<file path="config.mk">
export PLATFORM = sky130hd
export DESIGN_NAME = usb_ep_status_ctl
export DESIGN_NICKNAME = d
export VERILOG_FILES = /design/src/rtl/usb_ep_pkg.sv /design/src/rtl/ep_cmd_dec.sv /design/src/rtl/ep_slot.sv /design/src/rtl/ep_rd_mux.sv /design/src/rtl/usb_ep_status_ctl.sv
export SDC_FILE = /design/constraint.sdc
export NUM_CORES = 1
export LEC_CHECK = 0
export BUFFER_PORTS_ARGS = -buffer_cell sky130_fd_sc_hd__buf_2
export CORE_MARGIN = 4
export CORE_UTILIZATION = 55
export CTS_CLUSTER_DIAMETER = 40
export DETAILED_ROUTE_END_ITERATION = 8
export PLACE_DENSITY = 0.85
export SKIP_CTS_REPAIR_TIMING = 1
export SLEW_MARGIN = 20
export SYNTH_ARGS = -nofsm -noshare
export SYNTH_HDL_FRONTEND = slang
export SYNTH_HIERARCHICAL = 1
export SYNTH_SLANG_ARGS = --single-unit
</file>
<file path="constraint.sdc">
create_clock -name clk_i -period 4.04 [get_ports clk_i]
set_clock_uncertainty 0.2 [all_clocks]
set_input_delay 1.212 -clock clk_i [delete_from_list [all_inputs] [get_ports clk_i]]
set_output_delay 1.212 -clock clk_i [all_outputs]
set_load 0.01 [all_outputs]
</file>
<file path="src/rtl/usb_ep_pkg.sv">
package usb_ep_pkg;
  localparam int unsigned REG_W   = 8;
  localparam int unsigned CMD_W   = 5;
  // command/status bit positions
  localparam int unsigned B_DONE  = 0;
  localparam int unsigned B_FLUSH = 1;
  localparam int unsigned B_PR_WR = 2;
  localparam int unsigned B_PR_RD = 3;
  localparam int unsigned B_SENA  = 4;
  localparam int unsigned B_DIR   = 5;
  localparam int unsigned B_CFULL = 6;
  localparam int unsigned B_UFULL = 7;

  typedef struct packed {
    logic sena;
    logic dir_req;
    logic dir_val;
    logic flush;
    logic done;
  } ep_cmd_t;
endpackage

</file>
<file path="src/rtl/ep_cmd_dec.sv">
module ep_cmd_dec
  import usb_ep_pkg::*;
(
  input  logic             wr_i,
  input  logic [CMD_W-1:0] bits_i,
  output ep_cmd_t          cmd_o
);
  logic conflict;
  assign conflict      = bits_i[B_PR_WR] & bits_i[B_PR_RD];
  assign cmd_o.sena    = wr_i & bits_i[B_SENA];
  assign cmd_o.flush   = wr_i & bits_i[B_FLUSH];
  assign cmd_o.done    = wr_i & bits_i[B_DONE] & ~bits_i[B_FLUSH];
  assign cmd_o.dir_req = wr_i & (bits_i[B_PR_WR] | bits_i[B_PR_RD]) & ~conflict & ~bits_i[B_FLUSH];
  assign cmd_o.dir_val = bits_i[B_PR_WR];
endmodule

</file>
<file path="src/rtl/ep_slot.sv">
module ep_slot
  import usb_ep_pkg::*;
(
  input  logic    clk_i,
  input  logic    rst_ni,
  input  ep_cmd_t cmd_i,
  input  logic    usb_fill_i,
  input  logic    usb_drain_i,
  input  logic    cpu_load_i,
  input  logic    dir_valid_i,
  input  logic    dir_i,
  input  logic    stat_done_i,
  input  logic    stall_i,
  output logic    usb_full_o,
  output logic    cpu_full_o,
  output logic    dir_o,
  output logic    ack_o,
  output logic    irq_o
);
  logic uf_q, cf_q, dir_q, sena_q, irq_q;
  logic uf_d, cf_d, dir_d, sena_d, irq_d;
  logic empty, hand_ok;

  assign empty   = ~uf_q & ~cf_q;
  assign hand_ok = cmd_i.done & ~uf_q;
  assign ack_o   = sena_q & ~stall_i;

  always_comb begin
    uf_d = uf_q;
    cf_d = cf_q;
    if (usb_fill_i)       uf_d = 1'b1;
    else if (usb_drain_i) uf_d = 1'b0;
    if (cpu_load_i)       cf_d = 1'b1;
    if (hand_ok) begin
      uf_d = cf_q;
      cf_d = 1'b0;
    end
    if (cmd_i.flush) begin
      uf_d = 1'b0;
      cf_d = 1'b0;
    end
  end

  always_comb begin
    dir_d = dir_q;
    if (dir_valid_i)                dir_d = dir_i;
    else if (cmd_i.dir_req && empty) dir_d = cmd_i.dir_val;
  end

  // set from CPU beats hardware clear in the same cycle
  assign sena_d = cmd_i.sena | (sena_q & ~(stat_done_i & ack_o));
  assign irq_d  = stat_done_i & ~ack_o;

  always_ff @(posedge clk_i or negedge rst_ni) begin
    if (!rst_ni) begin
      uf_q   <= 1'b0;
      cf_q   <= 1'b0;
      dir_q  <= 1'b1;
      sena_q <= 1'b0;
      irq_q  <= 1'b0;
    end else begin
      uf_q   <= uf_d;
      cf_q   <= cf_d;
      dir_q  <= dir_d;
      sena_q <= sena_d;
      irq_q  <= irq_d;
    end
  end

  assign usb_full_o = uf_q;
  assign cpu_full_o = cf_q;
  assign dir_o      = dir_q;
  assign irq_o      = irq_q;
endmodule

</file>
<file path="src/rtl/ep_rd_mux.sv">
module ep_rd_mux
  import usb_ep_pkg::*;
#(
  parameter int unsigned NUM_EP = 5,
  localparam int unsigned IDX_W = $clog2(NUM_EP)
) (
  input  logic [IDX_W-1:0]  sel_i,
  input  logic [NUM_EP-1:0] usb_full_i,
  input  logic [NUM_EP-1:0] cpu_full_i,
  input  logic [NUM_EP-1:0] dir_i,
  output logic [REG_W-1:0]  rdata_o
);
  always_comb begin
    rdata_o = '0;
    for (int i = 0; i < NUM_EP; i++) begin
      if (sel_i == IDX_W'(i)) begin
        rdata_o[B_UFULL] = usb_full_i[i];
        rdata_o[B_CFULL] = cpu_full_i[i];
        rdata_o[B_DIR]   = dir_i[i];
      end
    end
  end
endmodule

</file>
<file path="src/rtl/usb_ep_status_ctl.sv">
module usb_ep_status_ctl
  import usb_ep_pkg::*;
#(
  parameter int unsigned NUM_EP = 5,
  localparam int unsigned IDX_W = $clog2(NUM_EP)
) (
  input  logic              clk_i,
  input  logic              rst_ni,
  input  logic [IDX_W-1:0]  cpu_sel_i,
  input  logic              cpu_wr_i,
  input  logic [REG_W-1:0]  cpu_wdata_i,
  input  logic              cpu_load_i,
  output logic [REG_W-1:0]  cpu_rdata_o,
  input  logic [IDX_W-1:0]  usb_ep_i,
  input  logic              usb_fill_i,
  input  logic              usb_drain_i,
  input  logic              usb_dir_valid_i,
  input  logic              usb_dir_i,
  input  logic              usb_stat_done_i,
  input  logic [NUM_EP-1:0] stall_i,
  output logic [NUM_EP-1:0] usb_full_o,
  output logic [NUM_EP-1:0] cpu_full_o,
  output logic [NUM_EP-1:0] dir_o,
  output logic [NUM_EP-1:0] stat_ack_o,
  output logic [NUM_EP-1:0] stat_irq_o
);
  logic [REG_W-CMD_W-1:0] unused_wr_hi;
  assign unused_wr_hi = cpu_wdata_i[REG_W-1:CMD_W];

  for (genvar e = 0; e < NUM_EP; e++) begin : g_ep
    logic    cpu_hit, usb_hit;
    ep_cmd_t cmd;
    assign cpu_hit = (cpu_sel_i == IDX_W'(e));
    assign usb_hit = (usb_ep_i == IDX_W'(e));

    ep_cmd_dec u_dec (
      .wr_i   (cpu_wr_i & cpu_hit),
      .bits_i (cpu_wdata_i[CMD_W-1:0]),
      .cmd_o  (cmd)
    );

    ep_slot u_slot (
      .clk_i       (clk_i),
      .rst_ni      (rst_ni),
      .cmd_i       (cmd),
      .usb_fill_i  (usb_fill_i & usb_hit),
      .usb_drain_i (usb_drain_i & usb_hit),
      .cpu_load_i  (cpu_load_i & cpu_hit),
      .dir_valid_i (usb_dir_valid_i & usb_hit),
      .dir_i       (usb_dir_i),
      .stat_done_i (usb_stat_done_i & usb_hit),
      .stall_i     (stall_i[e]),
      .usb_full_o  (usb_full_o[e]),
      .cpu_full_o  (cpu_full_o[e]),
      .dir_o       (dir_o[e]),
      .ack_o       (stat_ack_o[e]),
      .irq_o       (stat_irq_o[e])
    );
  end

  ep_rd_mux #(.NUM_EP(NUM_EP)) u_rd (
    .sel_i      (cpu_sel_i),
    .usb_full_i (usb_full_o),
    .cpu_full_i (cpu_full_o),
    .dir_i      (dir_o),
    .rdata_o    (cpu_rdata_o)
  );
endmodule

</file>
* After elaboration in Yosys (flattened, before gate mapping)
Index checks and enable logic that the tools add are counted.
Widths: inputs -> output; s select.
** Storage, ports and cells
- Register bits :: 25
- Input port bits :: 28
- Output and inout port bits :: 33
- Word-level logic and storage cells :: 234
** Operators by class
- Reductions and logical operators :: 22
- Multiplexer cells :: 50
- Bitwise operators :: 129
- Eq/ne operators :: 8
** Operator list (count)
- $and 1x1->1 :: 96
- $mux 1 :: 45
- $not 1->1 :: 27
- $reduce_bool 4->1 :: 5
- $mux 3 :: 5
- $reduce_bool 3->1 :: 5
- $eq 3x2->1 const B :: 4
- $reduce_bool 2->1 :: 5
- $eq 3x1->1 const B :: 2
- $eq 3x3->1 const B :: 2
- $logic_not 3->1 :: 2
- $or 1x1->1 :: 6
- $logic_and 1x1->1 :: 5

* Logic depth before layout (Yosys ltp)
Gate-level depths: netlist (run 1).
- Word-level depth :: 8
- Depth in mapped cells :: 5
- Mapped depth without buffers :: 5

* Modules after synthesis
The synthesis (run 1) kept the hierarchy.
** By module, submodules not included
- ep_slot :: instances 5, seq. area each 126.4 um^2, cells an instance 19, area an instance 220.2 um^2
- usb_ep_status_ctl :: instances 1, seq. area each 0.0 um^2, cells an instance 36, area an instance 409.1 um^2
- ep_cmd_dec :: instances 5, seq. area each 0.0 um^2, cells an instance 6, area an instance 50.0 um^2
- ep_rd_mux :: instances 1, seq. area each 0.0 um^2, cells an instance 22, area an instance 186.4 um^2

* Least setup slack after synthesis (run 1)
No wires, ideal clock.
- Kind :: input port to output port
- Start point :: in cpu_sel_i[2]
- End point :: out cpu_rdata_o[6]
- Setup slack :: 0.824 ns
- Required time :: 2.628 ns
- Data arrival time :: 1.804 ns
- Stages :: 4
- Buffers on the path :: 1
- Cells stage by stage :: buf_6 -> mux2i_1 -> o32ai_1 -> a31o_1
** On the way
- Word-level cells in the longest chain between the ends :: 6
- Elaborated cells between the ends (all ways) :: 10
- Those cells by class :: eq/ne (4); mux (5); reduce/logical (1)
** RTL lines
- from (decl) :: RTL line usb_ep_status_ctl.sv:9 : input logic [IDX_W-1:0] cpu_sel_i,
- $logic_not 3->1 :: RTL line ep_rd_mux.sv:16 : if (sel_i == IDX_W'(i)) begin
- $mux 3 (4 in a row) :: RTL line ep_rd_mux.sv:16
- $mux 3 * :: RTL line ep_rd_mux.sv:16
- to (decl) :: RTL line usb_ep_status_ctl.sv:13 : output logic [REG_W-1:0] cpu_rdata_o,
Every way passes the cells marked *; elsewhere a longest branch is shown, timed or not.

* Worst setup path after layout (run 1)
- Start point :: in cpu_sel_i[1]
- End point :: out cpu_rdata_o[5]
The elaborated chain is that of the path after synthesis.

==> results.json, run 1 <==
{
  "crit_path_max_fanout": 19,
  "cp.arrival_ns": 2.16,
  "synth_compound_area_share_pct": 6.56,
  "die_y_um": 67.5,
  "ioPinCount": 61,
  "num_vias": 1536,
  "drv_cap": 0,
  "ys.flop_type": "dfrtp_1",
  "vias_per_cell": 5.65,
  "grt_pass1_vias": 1422,
  "rsz0062_at_grt": "no",
  "synth_simple_gate_area_share_pct": 41.8,
  "maxSlewHeadroom_pct": 63.8,
  "avgSynthCellArea_sq_um": 10.6,
  "cts.clk_slew.worst_paths_ns": 0.13,
  "synth_commonest_cells": "dfrtp_1, nor2b_1, and4bb_2",
  "swShare_pct": 34.2,
  "p_leak_nw": 1.02,
  "hp-class": "reg -> reg",
  "cp-start-kind": "primary input",
  "async_flop_share_pct": 100,
  "yosys.area.top_type_share_pct": 25.7,
  "synthAdderAreaFrac_pct": 0,
  "postSynthCellCount": 183,
  "fp.dieArea_sq_mm": 0.00456,
  "finalHoldViolations": 0,
  "ant_nets": 0,
  "yosysSeqAreaShare_pct": 32.5,
  "synth-xor-area-share_pct": 2.25,
  "drt_drc_violations_left": 0,
  "drt-total-wl_mm": 4.15,
  "cp-end-kind": "primary output",
  "crit_family": "buffers and inverters",
  "cts-htree-levels": 1,
  "clkSinkCount": 25,
  "fmax_ghz": 0.280,
  "synth_edf_count": 0,
  "peakVddDrop_v": 0.000224,
  "grt_pass1_wl_mm": 6.69,
  "die_x_um": 67.5,
  "wl_per_cell_um": 15.3,
  "track_usage_pct": 19.4,
  "routabilityCongestion": 0.841,
  "overflow": 0,
  "post-dp-hpwl_mm": 3.24,
  "yosys-top-cells-area": "dfrtp_1, and4bb_2, dfstp_2",
  "synth_area_sq_mm": 0.00195,
  "ys_ff_latch": 25,
  "antenna_found_initial": 0,
  "firstDrtPassIters": 4,
  "pre_cts_slack_ns": 0.481,
  "numPortBuffers": 52,
  "initial_utilization_pct": 57.4,
  "drt_iter0_drc": 72,
  "worst_slack_ns": 0.466,
  "num_antenna_cells": 0,
  "worstMarginPinSlew_ns": 0.543,
  "cts_root_buf": "clkbuf_4",
  "period_share_pct": 88.5,
  "syn_to_final_growth_pct": 11.9,
  "yosys-mux-area-fraction_pct": 8.87,
  "cp_slowest_cell": "buf_2",
  "cts_buffer_depth": 2,
  "setup-tns-final_ns": 0,
  "synth_cell_types": 28,
  "worstSkewPairLatency_ns": 0.31,
  "cp_common_cell": "buf_2",
  "critPathMaxStageDelay_ns": 0.28,
  "path_class": "in -> out",
  "p_clk_share_pct": 15.5,
  "drive_gt1_share_pct": 43.4,
  "worstPathRequired_ns": 2.63,
  "post-route-min-period_ns": 3.57,
  "finalSetupViolations": 0,
  "power_frac_comb_pct": 34.3,
  "synth_area_leader_cell": "dfrtp_1",
  "grt_max_degree": 26,
  "cts_tree": "done",
  "crit_buf_inv": 2,
  "pwr_density_cell_mw_per_mm2": 326,
  "crit_path_cell_trace": "buf_2, mux2i_1, o32ai_1, a31o_1, buf_2",
  "p_switching_mw": 0.243,
  "finalMaxSlewViolations": 0,
  "finalNetCount": 255,
  "p_int_mw": 0.468,
  "yosysWarnings": 6,
  "outcome": "finished clean",
  "seqPwrFrac_pct": 50.2,
  "rows": 21,
  "synth_top_family_by_area": "simple AND/OR/NAND/NOR gates",
  "cts_buffers": 3,
  "core_area_sq_mm": 0.00339
}
registers in the layout, indices dropped and copies added, names as in the netlist:
| name | cells |
|---|---|
| g_ep.u_slot/cpu_full_o | 5 |
| g_ep.u_slot/dir_o | 5 |
| g_ep.u_slot/sena_q | 5 |
| g_ep.u_slot/irq_o | 5 |
| g_ep.u_slot/usb_full_o | 5 |
cell families after synthesis:
group,count (synthesis)
buf+inv,23
compound gates,16
mux,16
other cells,1
flops,25
simple gates,97
xor+xnor,5
per-layer routing:
metal	vias to the layer above	GRT usage (%)	share of wire [%]	wire length (um)
met2	44	31.0	47	1970
met1	727	25.1	44	1830
met3	16	4.66	5.0	208
met5	-	0	0	0
li1	749	-	-	-
met4	0	7.85	3.6	148
cells in the final DEF, fill, tap and decap left out:
cell type	instances
buf_2	52
nor2b_1	20
dfrtp_1	20
and4bb_2	18
and2_1	10
nor3_1	10
mux2_2	10
and4b_1	6
nand2b_1	6
nor2_1	6
mux2i_1	6
xnor2_1	5
nor3b_2	5
and3b_1	5
a21o_1	5
inv_1	5
a211oi_1	5
nor3b_1	5
dfstp_2	5
conb_1	5
nor4b_2	3
clkbuf_4	3
o32ai_1	3
a31o_1	3
nor4b_1	2
nor4b_4	1
clkbuf_1	1
buf_4	1
layout make-up:
class / instances / area, sq um
clock buffer: 4 / 26.3
fill: 279 / 1210
inverter: 5 / 18.8
multi-input combinational: 139 / 1180
sequential: 25 / 632
tap: 46 / 57.6
timing repair buffer: 53 / 268
stage by stage:
step | instances | hold slack (ns) | area [sq um] | power (mW) | utilization, %
detailed placement | 268 | 0.262 | 2150 | 0.606 | 63.5
global route | 272 | 0.312 | 2180 | 0.758 | 64.3
CTS | 272 | 0.293 | 2180 | 0.717 | 64.3
finish | 272 | 0.287 | 2180 | 0.711 | 64.3
floorplan | 187 | 0.241 | 1960 | 0.509 | -
global placement | 268 | 0.253 | 2150 | 0.598 | 63.5
worst paths after layout:
path | start | to | slack (ns) | cells after the start
min in group asynchronous | rst_ni | g_ep[4].u_slot/cpu_full_o$_DFFE_PN0P_ | 0.66 | 1
min | g_ep[0].u_slot/sena_q$_DFF_PN0_ | g_ep[0].u_slot/sena_q$_DFF_PN0_ | 0.29 | 1
max reg2reg | g_ep[0].u_slot/usb_full_o$_DFFE_PN0P_ | g_ep[0].u_slot/dir_o$_DFFE_PN1P_ | 2.38 | 3
max | cpu_sel_i[1] | cpu_rdata_o[5] | 0.47 | 5
max in group asynchronous | rst_ni | g_ep[2].u_slot/dir_o$_DFFE_PN1P_ | 2.61 | 1
min reg2reg | g_ep[0].u_slot/sena_q$_DFF_PN0_ | g_ep[0].u_slot/sena_q$_DFF_PN0_ | 0.29 | 1
worst register-to-register path, cell delays in order, from the launching register on:
cell and delay (ns):
dfrtp_1 0.46, nor3b_1 0.33, mux2_2 0.37, mux2_2 0.25
power groups by stage:
stage	Combinational, mW	Clock (mW)	Sequential [mW]
detailed placement	0.246	0	0.360
CTS	0.246	0.115	0.356
finish	0.244	0.110	0.357
global route	0.270	0.122	0.366
global placement	0.239	0	0.359
floorplan	0.142	0	0.367
Note: power is estimated with default switching activity, not from simulation.
==> inputs of run 2 (changes only) <==
--- a/config.mk
+++ b/config.mk
@@ -5,12 +5,12 @@
 export SDC_FILE = /design/constraint.sdc
 export NUM_CORES = 1
 export LEC_CHECK = 0
-export BUFFER_PORTS_ARGS = -buffer_cell sky130_fd_sc_hd__buf_2
+export BUFFER_PORTS_ARGS = -buffer_cell sky130_fd_sc_hd__buf_4
 export CORE_MARGIN = 4
-export CORE_UTILIZATION = 55
+export CORE_UTILIZATION = 46
 export CTS_CLUSTER_DIAMETER = 40
 export DETAILED_ROUTE_END_ITERATION = 8
-export PLACE_DENSITY = 0.85
+export PLACE_DENSITY = 0.76
 export SKIP_CTS_REPAIR_TIMING = 1
 export SLEW_MARGIN = 20
 export SYNTH_ARGS = -nofsm -noshare
==> constraint.sdc (replaced) <==
create_clock -name clk_i -period 3.2 [get_ports clk_i]
set_clock_uncertainty 0.2 [all_clocks]
set_input_delay 0.96 -clock clk_i [delete_from_list [all_inputs] [get_ports clk_i]]
set_output_delay 0.96 -clock clk_i [all_outputs]
set_load 0.01 [all_outputs]
==> results.json, run 2 (same netlist as run 1, synthesis figures left out) <==
{
  "cp_common_cell": "buf_4",
  "hp-class": "reg -> reg",
  "ant_nets": 0,
  "cp.arrival_ns": 1.82,
  "antenna_found_initial": 0,
  "num_vias": 1487,
  "grt_max_degree": 26,
  "path_class": "in -> out",
  "cts_buffer_depth": 2,
  "cp-end-kind": "primary output",
  "wl_per_cell_um": 15.8,
  "grt_pass1_wl_mm": 6.93,
  "cts_root_buf": "clkbuf_8",
  "overflow": 0,
  "grt_pass1_vias": 1441,
  "cts-htree-levels": 1,
  "rsz0062_at_grt": "no",
  "ioPinCount": 61,
  "cp-start-kind": "primary input",
  "worstPathRequired_ns": 2.04,
  "core_area_sq_mm": 0.00406,
  "pwr_density_cell_mw_per_mm2": 426,
  "finalHoldViolations": 0,
  "period_share_pct": 93.1,
  "finalSetupViolations": 0,
  "firstDrtPassIters": 4,
  "track_usage_pct": 16.7,
  "finalNetCount": 255,
  "num_antenna_cells": 0,
  "die_y_um": 73.1,
  "outcome": "finished clean",
  "ff2ff_path_depth": 3,
  "post-route-util_pct": 57.5,
  "cts_buffers": 3,
  "crit_path_cell_trace": "buf_4, mux2i_1, o32ai_1, a31o_1, buf_4",
  "cts.clk_slew.worst_paths_ns": 0.08,
  "cts_tree": "done",
  "initial_utilization_pct": 48.0,
  "crit_path_max_fanout": 19,
  "drt-total-wl_mm": 4.35,
  "fp.dieArea_sq_mm": 0.00534,
  "rows": 23,
  "post-route-min-period_ns": 2.98,
  "syn_to_final_growth_pct": 19.8,
  "drt_iter0_drc": 62,
  "finalMaxSlewViolations": 0,
  "setup-tns-final_ns": 0,
  "routabilityCongestion": 0.823,
  "drive_gt1_share_pct": 43.4,
  "numPortBuffers": 52,
  "drt_drc_violations_left": 0,
  "clkSinkCount": 25,
  "layout_common_cells": "buf_4, nor2b_1, dfrtp_1",
  "fmax_ghz": 0.336,
  "worstSkewPairLatency_ns": 0.27,
  "post-dp-hpwl_mm": 3.23,
  "drv_cap": 0,
  "critPathMaxStageDelay_ns": 0.22,
  "vias_per_cell": 5.39,
  "peakVddDrop_v": 0.000201,
  "hold_depth": 1,
  "final_common_cell": "buf_4",
  "p_leak_nw": 1.06,
  "die_x_um": 73.1,
  "cp_slowest_cell": "mux2i_1"
}
[run 2: cell types whose count changed in the layout (fill, tap and decap cells not counted)]
| cell | change |
|---|---|
| clkbuf_8 | +3 |
| buf_2 | -52 |
| clkbuf_4 | -3 |
| buf_4 | +52 |
[run 2: layer usage]
metal | global-route usage (%) | routed length (um) | vias up
li1 | - | - | 746
met1 | 21.1 | 1910 | 700
met2 | 28.6 | 2150 | 37
met3 | 4.13 | 264 | 4
met4 | 3.69 | 28 | 0
met5 | 0 | 0 | -
[run 2: stage by stage]
step           worst slack (ns)  hold slack [ns]  area [sq um]  instances  total power [mW]
6_report                  0.220            0.276          2330        276             0.993
5_1_grt                   0.156            0.303          2330        276              1.06
4_1_cts                   0.229            0.279          2330        276              1.01
3_5_place_dp              0.229            0.258          2290        272             0.814
3_3_place_gp              0.226            0.253          2290        272             0.806
2_1_floorplan             0.488            0.241          1960        187             0.643
[run 2: area by class of cell]
| type | count | area, sq um |
|---|---|---|
| repair buffers | 53 | 398 |
| fillers | 375 | 1730 |
| well taps | 50 | 62.6 |
| clock buffers | 4 | 45.0 |
| inverters | 5 | 18.8 |
| multi-input cells | 139 | 1180 |
| flip-flops and latches | 25 | 632 |
[run 2: worst max-delay path: cells and delay by family]
kind                   cells  cell delay (ns)
buffers and inverters      2             0.34
AO/OA/AOI/OAI              2             0.30
multiplexers               1             0.22
[run 2: where the power goes]
group          switching [mW]  internal, mW
clock network          0.0994        0.0892
logic                   0.156         0.195
registers              0.0650         0.388
total                   0.320         0.673
[run 2: path summary, 6_finish.rpt]
kind                       slack, ns                          endpoint                                   from
max in group asynchronous       2.12  g_ep[2].u_slot/dir_o$_DFFE_PN1P_                                 rst_ni
min reg2reg                     0.28   g_ep[4].u_slot/sena_q$_DFF_PN0_        g_ep[4].u_slot/sena_q$_DFF_PN0_
max reg2reg                     1.61  g_ep[3].u_slot/dir_o$_DFFE_PN1P_  g_ep[3].u_slot/usb_full_o$_DFFE_PN0P_
min in group asynchronous       0.38    g_ep[1].u_slot/irq_o$_DFF_PN0_                                 rst_ni
min                             0.28   g_ep[4].u_slot/sena_q$_DFF_PN0_        g_ep[4].u_slot/sena_q$_DFF_PN0_
max                             0.22                    cpu_rdata_o[7]                           cpu_sel_i[1]
==> inputs of run 3 (changes only) <==
--- a/config.mk
+++ b/config.mk
@@ -5,6 +5,7 @@
 export SDC_FILE = /design/constraint.sdc
 export NUM_CORES = 1
 export LEC_CHECK = 0
+export ABC_AREA = 1
 export BUFFER_PORTS_ARGS = -buffer_cell sky130_fd_sc_hd__buf_4
 export CORE_MARGIN = 4
 export CORE_UTILIZATION = 46
==> results.json, run 3 <==
{
  "yosys.area.top_type_share_pct": 26.2,
  "drt_iter0_drc": 117,
  "core_area_sq_mm": 0.00400,
  "post-dp-hpwl_mm": 3.79,
  "dpl_cell_area_sq_mm": 0.00231,
  "yosys-mux-area-fraction_pct": 0,
  "numPortBuffers": 52,
  "post-route-min-period_ns": 2.91,
  "p_leak_nw": 1.40,
  "fmax_ghz": 0.344,
  "path_class": "in -> out",
  "grt_max_degree": 26,
  "wl_per_cell_um": 11.2,
  "drv_cap": 0,
  "outcome": "finished clean",
  "synth_area_leader_cell": "dfrtp_1",
  "ant_nets": 0,
  "synth_cell_types": 17,
  "finalHoldViolations": 0,
  "firstDrtPassIters": 4,
  "cts_root_buf": "clkbuf_8",
  "fp.dieArea_sq_mm": 0.00525,
  "num_vias": 2029,
  "synth_compound_area_share_pct": 4.58,
  "postSynthCellCount": 319,
  "synth_top_family_by_area": "simple AND/OR/NAND/NOR gates",
  "track_usage_pct": 19.1,
  "yosys-top-cells-area": "dfrtp_1, nand2_1, nor2_1",
  "yosysSeqAreaShare_pct": 33.0,
  "cts.clk_slew.worst_paths_ns": 0.09,
  "design_area_sq_mm": 0.00235,
  "antenna_found_initial": 0,
  "setup-tns-final_ns": 0,
  "peakVddDrop_v": 0.000204,
  "num_antenna_cells": 0,
  "rows": 23,
  "cts-htree-levels": 1,
  "die_x_um": 72.5,
  "crit_path_max_fanout": 10,
  "clkSinkCount": 25,
  "worstSkewPairLatency_ns": 0.27,
  "hp-class": "reg -> reg",
  "cp-end-kind": "primary output",
  "initial_utilization_pct": 47.8,
  "layout_common_cells": "nor2_1, nand2_1, inv_1",
  "drive_gt1_share_pct": 21.7,
  "rsz0062_at_grt": "no",
  "overflow": 0,
  "pwr_density_cell_mw_per_mm2": 406,
  "synth_edf_count": 0,
  "synth_simple_gate_area_share_pct": 44.6,
  "ioPinCount": 61,
  "synth_commonest_cells": "nand2_1, nor2_1, inv_1",
  "cts_buffers": 3,
  "async_flop_share_pct": 100,
  "worstPathRequired_ns": 2.04,
  "vias_per_cell": 4.84,
  "drt-total-wl_mm": 4.70,
  "drt_drc_violations_left": 0,
  "finalMaxSlewViolations": 0,
  "yosysWarnings": 6,
  "synth_area_sq_mm": 0.00191,
  "cp.arrival_ns": 1.75,
  "finalNetCount": 398,
  "routabilityCongestion": 0.913,
  "cp-start-kind": "primary input",
  "avgSynthCellArea_sq_um": 6.00,
  "grt_pass1_wl_mm": 7.98,
  "period_share_pct": 90.9,
  "die_y_um": 72.5,
  "cts_tree": "done",
  "ys_ff_latch": 25,
  "cts_buffer_depth": 2,
  "finalSetupViolations": 0,
  "synthAdderAreaFrac_pct": 0,
  "syn_to_final_growth_pct": 23.1,
  "synth-xor-area-share_pct": 0,
  "ys.flop_type": "dfrtp_1",
  "p_total_mw": 0.956,
  "grt_pass1_vias": 1835
}
[run 3: changes by cell type after synthesis, moves of 18 or more]
cell	delta
nor2b_1	-20
inv_1	+51
nand2_1	+78
nand3_1	+33
and4bb_2	-18
nor2_1	+72
[run 3: power breakdown]
group          switching [mW]  total, mW  internal, mW
Clock                   0.106      0.194        0.0881
Sequential             0.0599      0.443         0.383
Combinational           0.168      0.319         0.151
Total                   0.334      0.956         0.622
[run 3: cells by family (layout without fill, tap and decap cells)]
family	after synthesis	count (layout)
other	1	5
AND/OR/NAND/NOR	205	205
buffers and inverters	78	124
AO/OA/AOI/OAI	10	10
flip-flops	25	25
[run 3: layout make-up]
cell class	count	area, sq um
fill	399	1650
multi-input combinational	220	960
sequential	25	632
timing repair buffer	52	390
inverter	68	262
tap	50	62.6
clock buffer	3	41.3
clock inverter	1	7.51
[run 3: critical path, stage by stage]
cell     delay [ns]
buf_4          0.15
nor3_1         0.32
nand2_1        0.10
nand3_1        0.10
buf_4          0.12
[run 3: worst paths after layout]
check                      cells after the start                                   from                                     to  slack, ns
max                                            5                           cpu_sel_i[0]                         cpu_rdata_o[6]       0.29
min                                            2       g_ep[1].u_slot/dir_o$_DFFE_PN1P_       g_ep[1].u_slot/dir_o$_DFFE_PN1P_       0.30
max in group asynchronous                      1                                 rst_ni       g_ep[2].u_slot/dir_o$_DFFE_PN1P_       2.12
min reg2reg                                    2       g_ep[1].u_slot/dir_o$_DFFE_PN1P_       g_ep[1].u_slot/dir_o$_DFFE_PN1P_       0.30
max reg2reg                                    5  g_ep[0].u_slot/usb_full_o$_DFFE_PN0P_  g_ep[0].u_slot/usb_full_o$_DFFE_PN0P_       2.09
min in group asynchronous                      1                                 rst_ni  g_ep[2].u_slot/usb_full_o$_DFFE_PN0P_       0.38
[run 3: routing by layer]
metal  vias to the layer above  part of all wire (%)  track usage (%)
met5                         -                     0                0
met4                         0                   1.3             6.15
met3                         8                   5.8             2.35
met2                        54                    50             33.0
met1                       923                    42             24.7
li1                       1044                     -                -
[run 3: metrics by stage]
stage	hold WS [ns]	utilization, %	instances	setup slack (ns)
after floorplan	0.289	-	323	0.622
after global placement	0.285	57.6	415	0.315
after detailed placement	0.285	57.6	415	0.292
after CTS	0.302	58.9	419	0.295
after global routing	0.319	58.9	419	0.205
final	0.299	58.9	419	0.291
